### src/rtl/mac_csr_pkg.sv
// Package: shared widths, register indexes and command/status bit positions
// for the controller register interface. Assumes a 16-bit host data path.
package mac_csr_pkg;
    localparam int DATA_W   = 16;
    localparam int IDX_W    = 4;
    localparam int NUM_EV   = 7;   // sticky event flags, bits 8..14
    localparam int NUM_FILT = 4;   // 16-bit words of the multicast filter
    localparam int HI_W     = 8;   // used width of the upper address word
    localparam int BUS_W    = 3;   // bus-mode bits

    // register indexes (host software depends on them)
    localparam logic [IDX_W-1:0] IDX_CMD   = 4'd0;
    localparam logic [IDX_W-1:0] IDX_IB_LO = 4'd1;
    localparam logic [IDX_W-1:0] IDX_IB_HI = 4'd2;
    localparam logic [IDX_W-1:0] IDX_BUS   = 4'd3;
    localparam logic [IDX_W-1:0] IDX_FILT0 = 4'd8;
    localparam logic [IDX_W-1:0] IDX_MODE  = 4'd15;

    // command/status bit positions
    localparam int B_INIT  = 0;
    localparam int B_STRT  = 1;
    localparam int B_HALT  = 2;
    localparam int B_TDMD  = 3;
    localparam int B_TXON  = 4;
    localparam int B_RXON  = 5;
    localparam int B_IEN   = 6;
    localparam int B_INTR  = 7;
    localparam int B_EV0   = 8;
    localparam int B_ERR   = 15;

    // event flag order inside the flag vector
    localparam int EV_IDON = 0;
    localparam int EV_TINT = 1;
    localparam int EV_RINT = 2;
    localparam int EV_MERR = 3;
    localparam int EV_MISS = 4;
    localparam int EV_CERR = 5;
    localparam int EV_BABL = 6;

    localparam int BUS_SWAP = 2;
endpackage

### src/rtl/csr_cmd_ctl.sv
// Module: command decoder. Holds the halted, started, running and interrupt
// enable state and turns command writes into one-cycle strobes.
// Assumes cmd_wr is a single-cycle write of the command/status word; a halt
// bit in the write overrides every other command in the same write.
module csr_cmd_ctl
    import mac_csr_pkg::*;
(
    input  logic             clk,
    input  logic             rst_n,
    input  logic             cmd_wr,
    input  logic [B_IEN:0]   cmd_bits,
    output logic             halt_wr,
    output logic             halted,
    output logic             started,
    output logic             running,
    output logic             ien,
    output logic             stb_init,
    output logic             stb_start,
    output logic             stb_tdmd
);
    logic go_wr;

    // Split a command write into a halt request and an ordinary command.
    always_comb begin
        halt_wr = cmd_wr &  cmd_bits[B_HALT];
        go_wr   = cmd_wr & ~cmd_bits[B_HALT];
    end

    // Registered strobes, high for the single cycle after the write.
    always_ff @(posedge clk) begin
        if (!rst_n) begin
            stb_init  <= 1'b0;
            stb_start <= 1'b0;
            stb_tdmd  <= 1'b0;
        end else begin
            stb_init  <= go_wr & cmd_bits[B_INIT];
            stb_start <= go_wr & cmd_bits[B_STRT];
            stb_tdmd  <= go_wr & cmd_bits[B_TDMD];
        end
    end

    // Controller state: halt wins, start and init leave the halted state.
    always_ff @(posedge clk) begin
        if (!rst_n) begin
            halted  <= 1'b1;
            started <= 1'b0;
            running <= 1'b0;
            ien     <= 1'b0;
        end else if (halt_wr) begin
            halted  <= 1'b1;
            started <= 1'b0;
            running <= 1'b0;
            ien     <= 1'b0;
        end else if (go_wr) begin
            ien <= cmd_bits[B_IEN];
            if (cmd_bits[B_STRT]) begin
                started <= 1'b1;
                running <= 1'b1;
            end
            if (cmd_bits[B_STRT] || cmd_bits[B_INIT])
                halted <= 1'b0;
        end
    end

    AST_START_RUNS: assert property (@(posedge clk) disable iff (!rst_n)
        stb_start |-> (running && started && !halted));
    AST_HALT_QUIETS: assert property (@(posedge clk) disable iff (!rst_n)
        halt_wr |=> (halted && !running && !ien && !stb_init && !stb_start && !stb_tdmd));
endmodule

### src/rtl/csr_event_flags.sv
// Module: sticky event flags. Each flag is set by its event pulse while the
// controller is not halted and is cleared by a write of 1 to its bit or by a
// halt write. Assumes event pulses are synchronous to clk.
module csr_event_flags
    import mac_csr_pkg::*;
#(
    parameter int N = NUM_EV
)(
    input  logic         clk,
    input  logic         rst_n,
    input  logic         capture_en,
    input  logic         clear_all,
    input  logic         clr_wr,
    input  logic [N-1:0] clr_bits,
    input  logic [N-1:0] ev_in,
    output logic [N-1:0] flags
);
    for (genvar i = 0; i < N; i++) begin : g_flag
        // One flag: halt clears, a new event beats a same-cycle clear.
        always_ff @(posedge clk) begin
            if (!rst_n)
                flags[i] <= 1'b0;
            else if (clear_all)
                flags[i] <= 1'b0;
            else if (capture_en && ev_in[i])
                flags[i] <= 1'b1;
            else if (clr_wr && clr_bits[i])
                flags[i] <= 1'b0;
        end

        AST_FLAG_FROM_EVENT: assert property (@(posedge clk) disable iff (!rst_n)
            $rose(flags[i]) |-> ($past(ev_in[i]) && $past(capture_en)));
    end

    AST_HALT_EMPTIES: assert property (@(posedge clk) disable iff (!rst_n)
        clear_all |=> (flags == '0));
endmodule

### src/rtl/csr_cfg_regs.sv
// Module: configuration registers: initialization address words, bus mode,
// multicast filter words and the mode word. Address and bus-mode registers
// accept writes only while the controller is halted; a halt write drops
// the byte-swap bit. Assumes wr_en is a data-port write to index idx.
module csr_cfg_regs
    import mac_csr_pkg::*;
(
    input  logic                           clk,
    input  logic                           rst_n,
    input  logic                           wr_en,
    input  logic [IDX_W-1:0]               idx,
    input  logic [DATA_W-1:0]              wdata,
    input  logic                           halted,
    input  logic                           swap_clr,
    output logic [DATA_W-1:0]              ib_lo,
    output logic [HI_W-1:0]                ib_hi,
    output logic [BUS_W-1:0]               bus_mode,
    output logic [NUM_FILT-1:0][DATA_W-1:0] filt,
    output logic [DATA_W-1:0]              mode_word
);
    logic lock_ok;

    // Locked registers are writable only while halted.
    always_comb lock_ok = wr_en & halted;

    // Initialization-block address words.
    always_ff @(posedge clk) begin
        if (!rst_n) begin
            ib_lo <= '0;
            ib_hi <= '0;
        end else if (lock_ok) begin
            if (idx == IDX_IB_LO) ib_lo <= wdata;
            if (idx == IDX_IB_HI) ib_hi <= wdata[HI_W-1:0];
        end
    end

    // Bus mode; a halt write returns the byte order to little-endian.
    always_ff @(posedge clk) begin
        if (!rst_n)
            bus_mode <= '0;
        else if (swap_clr)
            bus_mode[BUS_SWAP] <= 1'b0;
        else if (lock_ok && idx == IDX_BUS)
            bus_mode <= wdata[BUS_W-1:0];
    end

    for (genvar w = 0; w < NUM_FILT; w++) begin : g_filt
        // One 16-bit word of the multicast filter, always writable.
        always_ff @(posedge clk) begin
            if (!rst_n)
                filt[w] <= '0;
            else if (wr_en && idx == IDX_FILT0 + IDX_W'(w))
                filt[w] <= wdata;
        end
    end

    // Mode word, always writable.
    always_ff @(posedge clk) begin
        if (!rst_n)
            mode_word <= '0;
        else if (wr_en && idx == IDX_MODE)
            mode_word <= wdata;
    end

    AST_SWAP_DROP: assert property (@(posedge clk) disable iff (!rst_n)
        swap_clr |=> !bus_mode[BUS_SWAP]);
    AST_ADDR_LOCKED: assert property (@(posedge clk) disable iff (!rst_n)
        !halted |=> ($stable(ib_lo) && $stable(ib_hi) && $stable(bus_mode[1:0])));
endmodule

### src/rtl/mac_csr_if.sv
// Module: top of the register interface. Holds the select index, routes
// data-port writes to the command decoder, event flags and configuration
// registers, and assembles the read data and the interrupt request.
// Assumes one host access per cycle and a combinational read path.
module mac_csr_if
    import mac_csr_pkg::*;
(
    input  logic        clk,
    input  logic        rst_n,
    input  logic        host_wr,
    input  logic        host_addr,
    input  logic [15:0] host_wdata,
    output logic [15:0] host_rdata,
    input  logic        ev_init_done,
    input  logic        ev_tx_done,
    input  logic        ev_rx_done,
    input  logic        ev_mem_err,
    input  logic        ev_missed,
    input  logic        ev_carrier_err,
    input  logic        ev_babble,
    output logic        strobe_init,
    output logic        strobe_start,
    output logic        strobe_tx_demand,
    output logic        eng_enable,
    output logic        irq,
    output logic [23:0] init_addr,
    output logic [2:0]  bus_mode,
    output logic [63:0] mcast_filter,
    output logic        promisc
);
    logic [IDX_W-1:0]                sel_q;
    logic                            sel_wr, data_wr, cmd_wr;
    logic                            halt_wr, halted, started, running, ien;
    logic [NUM_EV-1:0]               ev_vec, flags;
    logic                            sum_err, sum_intr;
    logic [DATA_W-1:0]               ib_lo, mode_word, cmd_word;
    logic [HI_W-1:0]                 ib_hi;
    logic [NUM_FILT-1:0][DATA_W-1:0] filt;

    // Decode the host access into select, data and command writes.
    always_comb begin
        sel_wr  = host_wr &  host_addr;
        data_wr = host_wr & ~host_addr;
        cmd_wr  = data_wr & (sel_q == IDX_CMD);
    end

    // Register-select port; survives any number of data accesses.
    always_ff @(posedge clk) begin
        if (!rst_n)
            sel_q <= '0;
        else if (sel_wr)
            sel_q <= host_wdata[IDX_W-1:0];
    end

    // Gather the event inputs in flag order.
    always_comb begin
        ev_vec[EV_IDON] = ev_init_done;
        ev_vec[EV_TINT] = ev_tx_done;
        ev_vec[EV_RINT] = ev_rx_done;
        ev_vec[EV_MERR] = ev_mem_err;
        ev_vec[EV_MISS] = ev_missed;
        ev_vec[EV_CERR] = ev_carrier_err;
        ev_vec[EV_BABL] = ev_babble;
    end

    csr_cmd_ctl u_cmd (
        .clk       (clk),
        .rst_n     (rst_n),
        .cmd_wr    (cmd_wr),
        .cmd_bits  (host_wdata[B_IEN:0]),
        .halt_wr   (halt_wr),
        .halted    (halted),
        .started   (started),
        .running   (running),
        .ien       (ien),
        .stb_init  (strobe_init),
        .stb_start (strobe_start),
        .stb_tdmd  (strobe_tx_demand)
    );

    csr_event_flags #(.N(NUM_EV)) u_flags (
        .clk        (clk),
        .rst_n      (rst_n),
        .capture_en (~halted),
        .clear_all  (halt_wr),
        .clr_wr     (cmd_wr),
        .clr_bits   (host_wdata[B_EV0 +: NUM_EV]),
        .ev_in      (ev_vec),
        .flags      (flags)
    );

    csr_cfg_regs u_cfg (
        .clk       (clk),
        .rst_n     (rst_n),
        .wr_en     (data_wr),
        .idx       (sel_q),
        .wdata     (host_wdata),
        .halted    (halted),
        .swap_clr  (halt_wr),
        .ib_lo     (ib_lo),
        .ib_hi     (ib_hi),
        .bus_mode  (bus_mode),
        .filt      (filt),
        .mode_word (mode_word)
    );

    // Summary bits, command/status word and interrupt request.
    always_comb begin
        sum_err  = flags[EV_BABL] | flags[EV_CERR] | flags[EV_MISS] | flags[EV_MERR];
        sum_intr = flags[EV_BABL] | flags[EV_MISS] | flags[EV_MERR] |
                   flags[EV_RINT] | flags[EV_TINT] | flags[EV_IDON];
        cmd_word                      = '0;
        cmd_word[B_STRT]              = started;
        cmd_word[B_HALT]              = halted;
        cmd_word[B_TXON]              = running;
        cmd_word[B_RXON]              = running;
        cmd_word[B_IEN]               = ien;
        cmd_word[B_INTR]              = sum_intr;
        cmd_word[B_EV0 +: NUM_EV]     = flags;
        cmd_word[B_ERR]               = sum_err;
        irq                           = sum_intr & ien;
    end

    // Read multiplexer for both host ports.
    always_comb begin
        host_rdata = '0;
        if (host_addr)
            host_rdata[IDX_W-1:0] = sel_q;
        else begin
            case (sel_q)
                IDX_CMD:           host_rdata = cmd_word;
                IDX_IB_LO:         host_rdata = ib_lo;
                IDX_IB_HI:         host_rdata[HI_W-1:0] = ib_hi;
                IDX_BUS:           host_rdata[BUS_W-1:0] = bus_mode;
                IDX_FILT0:         host_rdata = filt[0];
                IDX_FILT0 + 4'd1:  host_rdata = filt[1];
                IDX_FILT0 + 4'd2:  host_rdata = filt[2];
                IDX_FILT0 + 4'd3:  host_rdata = filt[3];
                IDX_MODE:          host_rdata = mode_word;
                default:           host_rdata = '0;
            endcase
        end
    end

    // Configuration outputs toward the datapath.
    always_comb begin
        eng_enable   = running;
        init_addr    = {ib_hi, ib_lo};
        mcast_filter = filt;
        promisc      = mode_word[DATA_W-1];
    end

    AST_INIT_HIDDEN: assert property (@(posedge clk) disable iff (!rst_n)
        (!host_addr && sel_q == IDX_CMD) |-> !host_rdata[B_INIT] && !host_rdata[B_TDMD]);
    AST_SEL_KEEP: assert property (@(posedge clk) disable iff (!rst_n)
        !sel_wr |=> $stable(sel_q));
    AST_IRQ_SOURCE: assert property (@(posedge clk) disable iff (!rst_n)
        irq |-> (ien && (flags & 7'b1011111) != '0));
endmodule

### config.mk
export PLATFORM = sky130hd
export DESIGN_NAME = mac_csr_if
export DESIGN_NICKNAME = d
export VERILOG_FILES = /design/src/rtl/mac_csr_pkg.sv /design/src/rtl/csr_cmd_ctl.sv /design/src/rtl/csr_event_flags.sv /design/src/rtl/csr_cfg_regs.sv /design/src/rtl/mac_csr_if.sv
export SDC_FILE = /design/constraint.sdc
export NUM_CORES = 1
export LEC_CHECK = 0
export ABC_AREA = 1
export BUFFER_PORTS_ARGS = -buffer_cell sky130_fd_sc_hd__buf_4
export CORE_ASPECT_RATIO = 1.5
export CORE_MARGIN = 5
export CORE_UTILIZATION = 40
export CTS_BUF_LIST = sky130_fd_sc_hd__clkbuf_4 sky130_fd_sc_hd__clkbuf_8
export DETAILED_ROUTE_END_ITERATION = 8
export GPL_TIMING_DRIVEN = 1
export HOLD_SLACK_MARGIN = 0.05
export PLACE_DENSITY = 0.63
export REMOVE_ABC_BUFFERS = 1
export SLEW_MARGIN = 25
export SYNTH_ARGS = -nofsm -noshare
export SYNTH_HDL_FRONTEND = slang
export SYNTH_SLANG_ARGS = --single-unit
export TNS_END_PERCENT = 30
### constraint.sdc
create_clock -name clk -period 2.01 [get_ports clk]
set_input_delay 0.3015 -clock clk [delete_from_list [all_inputs] [get_ports clk]]
set_output_delay 0.3015 -clock clk [all_outputs]
set_load 0.01 [all_outputs]
After elaboration in Yosys (flattened, before gate mapping)
Index checks and enable logic that the tools add are counted.
{ "totals": {"reg_bits": 124, "out_inout_bits": 113, "elab_cells": 108} }
{ "op_classes": {"n_eq_ne": 8, "n_reduce_logical": 35, "muxes": 19, "bitwise_logic": 23} }
{ "op_table": {"columns": ["cell", "count"], "rows": [
  ["$pmux W8 S7", 1],
  ["$pmux W5 S8", 1],
  ["$pmux W3 S9", 1],
  ["$eq A4 B4 Y1 const B", 5],
  ["$logic_and A1 B1 Y1", 20],
  ["$mux W1", 14],
  ["$reduce_bool A2 Y1", 7],
  ["$mux W12", 1],
  ["$and A1 B1 Y1", 10],
  ["$reduce_and A2 Y1", 5],
  ["$eq A4 B2 Y1 const B", 2],
  ["$or A1 B1 Y1", 8],
  ["$not A1 Y1", 5],
  ["$eq A4 B1 Y1 const B", 1],
  ["$logic_not A4 Y1", 1],
  ["$mux W4", 1],
  ["$reduce_or A2 Y1", 1],
  ["$logic_or A1 B1 Y1", 1]
]} }

Logic depth before layout (Yosys ltp)
Gate-level depths: netlist of run 1.
{ "depth": {"depth_word": 7, "depth_mapped": 10} }

Cells and area by module
Synthesis of run 1 repeated with hierarchy kept, for this count alone.
{ "unflattened": {"hier_cells": 856, "hier_area_um2": 5675.4} }
{ "by_module_without_submodules": {"columns": ["mod", "instances", "cells_each", "area_per_inst_um2"], "rows": [
  ["csr_cfg_regs", 1, 492, 3824.9],
  ["mac_csr_if", 1, 293, 1355.0],
  ["csr_event_flags", 1, 37, 261.5],
  ["csr_cmd_ctl", 1, 34, 234.0]
]} }

Worst setup path before layout of run 1
OpenSTA, ideal clock, no wires.
{ "synth_path": {"path_kind": "register -> output", "from": "reg sel_q[1]", "to": "out host_rdata[6]", "t_arrival_ns": 1.396, "t_required_ns": 1.709, "slack_ns": 0.313, "path_stages_with_launch": 8, "path_cell_list": "dfxtp_1 > buf_4 > nor2_2 > nand2_1 > buf_2 > o21ai_0 > nor2_1 > a21oi_1"} }
{ "synth_between": {"elab_chain_len": 3} }
{ "synth_rtl": {"columns": ["element", "line_no", "text"], "rows": [
  ["from (decl)", "mac_csr_if.sv:31", "logic [IDX_W-1:0] sel_q;"],
  ["from (signal assigned)", "mac_csr_if.sv:52", "sel_q <= host_wdata[IDX_W-1:0];"],
  ["$eq A4 B4 Y1 (tied with other cells)", "mac_csr_if.sv:130", "case (sel_q)"],
  ["$pmux W5 S8 (*)", "mac_csr_if.sv:130", null],
  ["$mux W12 (*)", "mac_csr_if.sv:127", "if (host_addr)"],
  ["to (decl)", "mac_csr_if.sv:13", "output logic [15:0] host_rdata,"]
]} }
Every way passes the cells marked *; elsewhere a longest branch is shown, timed or not.

Worst setup path in the final report of run 1
{ "layout_path": {"from": "reg sel_q[2]", "to": "out host_rdata[9]"} }
{ "layout_between": {"elab_chain_len": 3} }
{ "layout_rtl": {"columns": ["element", "line_no"], "rows": [
  ["$eq A4 B4 Y1 (tied with other cells)", "mac_csr_if.sv:130"],
  ["$pmux W8 S7 (*)", "mac_csr_if.sv:130"],
  ["$mux W12 (*)", "mac_csr_if.sv:127"]
]} }
Marks and branches as above.

==> flow_summary_export.csv, run 1 <==
group,metric,value,unit
detailed_routing,via_count,6138,
detailed_routing,drc,0,
detailed_routing,dr_wl_met3,1.46,mm
yosys,synth_cell_types,22,
timing,tightest_slew,0.483,ns
detailed_routing,dr_wl_met2,10.6,mm
worst_setup_path,worstPathRequired,1.71,ns
timing,skew,0.0122,ns
power,p_total,5.38,mW
detailed_routing,initialDrtViolationCount,415,
placement,io_buffers,139,
worst_setup_path,critical_path_class,"reg2out",
detailed_routing,wl,21.4,mm
global_routing,antenna_found_initial,0,
worst_setup_path,end_kind,"output pin",
timing,drv_slew,0,
yosys,syn-instance-count,808,
clocking,cts_buffers,17,
outcome,status,"finished with violations",
cells_and_area,finalNetCount,1008,
cells_and_area,drive_above_1_share,0.303,
clocking,clockBufferDepth,2,
timing,final.min_clock_period,2.19,ns
floorplan,die_w,106,um
placement,post_dp_cell_area,6890,um^2
global_routing,grt_pass1_wl,32.9,mm
power,peakVddDrop,0.000393,V
detailed_routing,first_pass_iters,5,
placement,place_congestion,0.923,
yosys,yosysTopAreaCellShare,0.449,
cells_and_area,area_delta_synth_final,40.4,%
job,cap_violations,0,
cells_and_area,design_area,7760,um^2
timing,hold_violations,0,
floorplan,die_area,16300,um^2
cells_and_area,diodes,0,
yosys,ys_ff_latch,124,
yosys,synthTopCellsByArea,"dfxtp_1 (45%), nand2_1 (12%), a21oi_1 (8.6%)",
global_routing,track_usage,0.261,
cells_and_area,fillers,1352,
timing,setup_viol,16,
floorplan,ios,140,
detailed_routing,wl_met1,8.32,mm
yosys,synth_top_area_cell,"dfxtp_1",
min_path,hold_class,"in2reg",
timing,slew_headroom,0.677,
floorplan,std_cell_rows,52,
clocking,path_clk_slew,0.07,ns
clocking,ctsRootBufferMaster,"clkbuf_8",
clocking,cts_tree,"yes",
timing,setup_tns,-2.32,ns
clocking,cts_max_level,4,
detailed_routing,viasPerCell,5.31,
yosys,synth-seq-area-share,0.449,
power,p_per_area,693,nW/um^2
clocking,clock_latency,0.44,ns
yosys,postSynthAreaPerCell,6.84,um^2
yosys,synthesis.area,5530,um^2
global_routing,grt_overflow,0,
floorplan,core,13500,um^2
detailed_routing,top_layer,"met4",
floorplan,initial_utilization,0.409,
detailed_routing,wire_per_inst,18.5,um
cells_and_area,utilization,0.574,
placement,preCtsSetupSlack,0.121,ns
placement,place_hpwl,14.4,mm
global_routing,grt_max_degree,44,
worst_setup_path,worst_setup_path_start_kind,"flip-flop",
placement,dp.cells,1103,
yosys,ys_warn_count,0,
global_routing,grt_pass1_vias,5978,
floorplan,die_y,154,um
worst_setup_path,crit_fanout,6,
outcome,violations,"setup timing",
cells_and_area,fin_cells,1156,
timing,setup_ws,-0.176,ns
timing,max_freq,0.457,GHz
worst_setup_path,cp.arrival,1.88,ns
timing,rsz0062_at_grt,"yes",
detailed_routing,antenna_left,0,
power,leakage,3.33,nW
timing,finalCritPeriodShare,1.09,
clocking,cts_sinks,124,
timing,hold_ws,0.126,ns
-- synthesized netlist by cell type (all sizes together) --
| cell | number |
|---|---|
| nand2 | 182 |
| nor2 | 131 |
| dfxtp | 124 |
| o21ai | 96 |
| a21oi | 95 |
| nand3 | 64 |
| inv | 63 |
| buf | 22 |
| clkbuf | 21 |
| nor3 | 9 |
| a21boi | 1 |
-- logic make-up after synthesis --
group	share of synthesized area
and+or+nand+nor	0.296
DFF	0.449
buffers and inverters	0.0810
AOI/OAI and AO/OA	0.174
-- area by class of cell --
class	instances	area [um^2]	share of cell area
Multi-Input combinational cell	578	2760	0.356
Sequential cell	124	2500	0.322
Timing Repair Buffer	197	1660	0.213
Clock buffer	21	283	0.0364
Inverter	63	246	0.0317
Tap cell	162	203	0.0261
Clock inverter	11	118	0.0151
-- layer usage --
metal  track usage  vias up
met5             0        -
met4         0.148        0
met3        0.0524       69
met2         0.443      293
met1         0.305     2805
li1              -     2971
-- final timing paths --
check / depth (start not counted) / slack [ns] / startpoint / to
setup / recovery: 8 / -0.18 / sel_q[2]$_SDFFE_PN0P_ / host_rdata[9]
hold / removal: 3 / 0.13 / ev_rx_done / u_flags.flags[2]$_SDFFE_PP0P_
setup reg to reg: 11 / 0.13 / sel_q[2]$_SDFFE_PN0P_ / u_cmd.halted$_SDFFE_PP1P_
hold reg to reg: 2 / 0.47 / u_flags.flags[5]$_SDFFE_PP0P_ / u_flags.flags[5]$_SDFFE_PP0P_
-- registers in the layout (all words and copies together) (netlist names) --
name,cells
u_cmd.started,1
u_cfg.bus_mode,3
u_cmd.halted,1
sel_q,4
u_cfg.ib_lo,16
u_cfg.mode_word,16
u_flags.flags,7
u_cfg.filt,64
u_cfg.ib_hi,8
u_cmd.stb_init,1
u_cmd.stb_tdmd,1
u_cmd.ien,1
u_cmd.stb_start,1
-- worst max-delay path: stages (launching register included) --
cell and delay [ns]:
dfxtp_4 0.38, nor2_4 0.26, buf_6 0.16, nand2_4 0.06
buf_12 0.14, nor2_2 0.10, nor3_2 0.06, a21oi_2 0.16
buf_4 0.14
-- cells in the final DEF (no fill, tap or decap), types with 2 or more instances in the layout --
master,synthesis,routed
inv_2,11,10
nand2_4,1,5
bufinv_16,0,2
buf_6,1,10
clkinv_2,0,5
bufbuf_16,0,2
o21ai_2,0,2
nand3_1,64,61
nand3_2,0,3
dfxtp_4,0,4
inv_1,52,50
nor2_2,2,9
buf_12,0,5
nand2_1,174,161
nor3_1,8,3
o21ai_1,4,13
nor2_4,5,9
nor2_1,123,112
clkinvlp_4,0,2
nor3_2,0,5
inv_4,0,2
nand2_2,7,16
a21oi_2,0,4
clkbuf_8,0,20
dfxtp_1,124,120
a21oi_1,95,91
buf_4,7,178
clkinv_4,0,2
o21ai_0,92,81
-- power breakdown --
| part | internal (mW) | leakage, nW | switching, mW |
|---|---|---|---|
| Combinational | 0.244 | 2.13 | 0.382 |
| Sequential | 2.49 | 1.00 | 0.0362 |
| Clock | 1.21 | 0.205 | 1.02 |
| Total | 3.94 | 3.33 | 1.44 |
-- timing repair --
item / 4_1_cts / 5_1_grt
setup endpoints to repair: 16 / 16
buffers inserted: 13 / 4
pin swaps: 16 / 22
gates cloned: 4 / 0
endpoints found under the hold margin: 0 / 0
hold buffers: 0 / 0
gates resized for setup: 57 / 32
Power figures use the tool's default switching activity.
==> inputs of run 2 (changes only) <==
--- a/config.mk
+++ b/config.mk
@@ -9,12 +9,12 @@
 export BUFFER_PORTS_ARGS = -buffer_cell sky130_fd_sc_hd__buf_4
 export CORE_ASPECT_RATIO = 1.5
 export CORE_MARGIN = 5
-export CORE_UTILIZATION = 40
+export CORE_UTILIZATION = 45
 export CTS_BUF_LIST = sky130_fd_sc_hd__clkbuf_4 sky130_fd_sc_hd__clkbuf_8
 export DETAILED_ROUTE_END_ITERATION = 8
 export GPL_TIMING_DRIVEN = 1
 export HOLD_SLACK_MARGIN = 0.05
-export PLACE_DENSITY = 0.63
+export PLACE_DENSITY = 0.69
 export REMOVE_ABC_BUFFERS = 1
 export SLEW_MARGIN = 25
 export SYNTH_ARGS = -nofsm -noshare
==> flow_summary_export.csv, run 2 (synthesis results as in run 1) <==
group,metric,value,unit
floorplan,ios,140,
worst_setup_path,r2r_start,"sel_q[3]$_SDFFE_PN0P_",
cells_and_area,area_delta_synth_final,38.2,%
clocking,path_clk_slew,0.07,ns
power,intPower,3.99,mW
global_routing,grt_max_degree,82,
floorplan,initial_utilization,0.460,
detailed_routing,initialDrtViolationCount,425,
timing,drv_slew,0,
floorplan,core,12000,um^2
clocking,cts_tree,"yes",
cells_and_area,layout_common_cells,"buf_4 (165), nand2_1 (163), nor2_1 (120), dfxtp_1 (120), a21oi_1 (93)",
worst_setup_path,critical_path_class,"reg2out",
floorplan,die_area,14600,um^2
power,comb_power_share,0.113,
global_routing,grt_pass1_wl,31.4,mm
worst_setup_path,crit_start,"sel_q[3]$_SDFFE_PN0P_",
global_routing,grt_pass1_vias,5932,
cells_and_area,design_area,7640,um^2
floorplan,die_y,146,um
worst_setup_path,end_kind,"output pin",
power,peakVddDrop,0.000424,V
clocking,cts_sinks,124,
placement,post_dp_cell_area,6830,um^2
worst_setup_path,reg2reg_setup_slack,0.23,ns
timing,hold_violations,0,
cells_and_area,reg_top3,"u_cfg.filt: 64 flops, u_cfg.ib_lo: 16 flops, u_cfg.mode_word: 16 flops",
timing,rsz0062_at_grt,"yes",
cells_and_area,layout_commonest_cell,"buf_4",
cells_and_area,diodes,0,
worst_setup_path,r2r_end,"u_cfg.filt[32]$_SDFFE_PN0P_",
min_path,hold_class,"in2reg",
timing,max_freq,0.457,GHz
cells_and_area,largest_register,"u_cfg.filt",
power,p_total,5.36,mW
placement,place_hpwl,13.5,mm
worst_setup_path,worst_setup_path_start_kind,"flip-flop",
detailed_routing,viasPerCell,5.40,
global_routing,grt_overflow,0,
power,leakage,3.32,nW
cells_and_area,drive_above_1_share,0.277,
timing,slew_headroom,0.667,
timing,skew,0.0101,ns
timing,tightest_slew,0.498,ns
worst_setup_path,critPathMostFrequentCell,"buf_4",
timing,hold_ws,0.128,ns
worst_setup_path,critPathCapture,"host_rdata[5]",
clocking,ctsHoldBuffers,0,
clocking,clock_latency,0.43,ns
detailed_routing,wl,20.8,mm
floorplan,std_cell_rows,49,
global_routing,antenna_found_initial,0,
timing,setup_viol,16,
worst_setup_path,cpMaxStageDelayCell,"dfxtp_2",
cells_and_area,fin_cells,1136,
outcome,violations,"setup timing",
worst_setup_path,crit_fanout,6,
job,cap_violations,0,
detailed_routing,antenna_left,0,
placement,place_congestion,0.943,
placement,io_buffers,139,
worst_setup_path,cp.arrival,1.89,ns
timing,finalCritPeriodShare,1.09,
placement,preCtsSetupSlack,0.121,ns
clocking,clockBufferDepth,2,
power,power_frac_seq,0.472,
cells_and_area,fillers,1122,
timing,final.min_clock_period,2.19,ns
power,power_switching,1.37,mW
detailed_routing,via_count,6134,
detailed_routing,wire_per_inst,18.3,um
timing,setup_ws,-0.181,ns
worst_setup_path,r2r_cells,10,
outcome,status,"finished with violations",
clocking,cts_buffers,17,
clocking,cts_max_level,4,
clocking,ctsRootBufferMaster,"clkbuf_8",
cells_and_area,largest_register_ffs,64,
cells_and_area,finalNetCount,997,
worst_setup_path,crit_chain,"buf_6 > nor2_4 > nand2_1 > buf_4 > o21ai_0 > nor2_1 > a21oi_1 > buf_4",
power,p_per_area,702,nW/um^2
floorplan,die_w,101,um
global_routing,track_usage,0.276,
power,clock_power_share,0.415,
detailed_routing,drc,0,
worst_setup_path,slowest_delay,0.34,ns
detailed_routing,first_pass_iters,8,
power,p_sw_frac,0.256,
placement,dp.cells,1086,
worst_setup_path,worstPathRequired,1.71,ns
-- run 2: cell types whose count changed in the layout (fill, tap and decap cells not counted), sizes merged --
cell and delta:
buf -13, clkinv -3, clkbuf +6, clkinvlp -1
-- run 2: per-stage QoR --
stage	utilization	setup TNS, ns
floorplan	-	-0.570
global placement	0.569	0
detailed placement	0.569	0
CTS	0.620	-2.55
global route	0.636	-3.51
finish	0.636	-1.87
-- run 2: power by group through the flow --
stage | Combinational [mW] | Sequential [mW] | Clock, mW
finish | 0.606 | 2.53 | 2.23
global route | 0.646 | 2.53 | 2.35
CTS | 0.541 | 2.53 | 2.23
detailed placement | 0.501 | 2.58 | 0
global placement | 0.497 | 2.58 | 0
floorplan | 0.206 | 2.59 | 0
-- run 2: final cells by class --
type	count	area, um^2	share of cell area
Multi-Input combinational cell	578	2710	0.355
Timing Repair Buffer	186	1580	0.207
Tap cell	153	191	0.0251
Clock inverter	7	87.6	0.0115
Inverter	63	256	0.0336
Sequential cell	124	2490	0.327
Clock buffer	25	313	0.0409
-- run 2: per-layer routing --
| metal | wire (um) | global-route usage | share of wire |
|---|---|---|---|
| met2 | 10500 | 0.474 | 0.50 |
| met5 | 0 | 0 | 0 |
| met3 | 1440 | 0.0528 | 0.069 |
| met4 | 834 | 0.119 | 0.040 |
| met1 | 8040 | 0.329 | 0.39 |
-- run 2: timing repair --
| item | CTS | global route |
|---|---|---|
| gates cloned | 3 | 2 |
| pin swaps | 7 | 25 |
| gates resized for setup | 25 | 43 |
| endpoints found under the setup margin | 16 | 16 |
| buffers inserted | 9 | 7 |
-- run 2: how the worst min path moves through the flow --
| stage | from | endpoint | slack [ns] | depth (start not counted) |
|---|---|---|---|---|
| final | ev_init_done | u_flags.flags[0]$_SDFFE_PP0P_ | 0.13 | 3 |
| after global routing | ev_rx_done | u_flags.flags[2]$_SDFFE_PP0P_ | 0.11 | 3 |
| after CTS | ev_init_done | u_flags.flags[0]$_SDFFE_PP0P_ | 0.11 | 3 |
| after detailed placement | u_cfg.filt[1]$_SDFFE_PN0P_ | u_cfg.filt[1]$_SDFFE_PN0P_ | 0.46 | 2 |
| after global placement | u_cfg.filt[0]$_SDFFE_PN0P_ | u_cfg.filt[0]$_SDFFE_PN0P_ | 0.46 | 2 |
| after floorplan | rst_n | u_cfg.bus_mode[0]$_SDFFE_PN0P_ | 0.44 | 2 |
-- run 2: worst max-delay path: cells and delay by family (launching register included) --
kind,cells,cell delay [ns]
buf+inv,3,0.47
flops,1,0.34
compound gates,2,0.34
simple gates,3,0.30
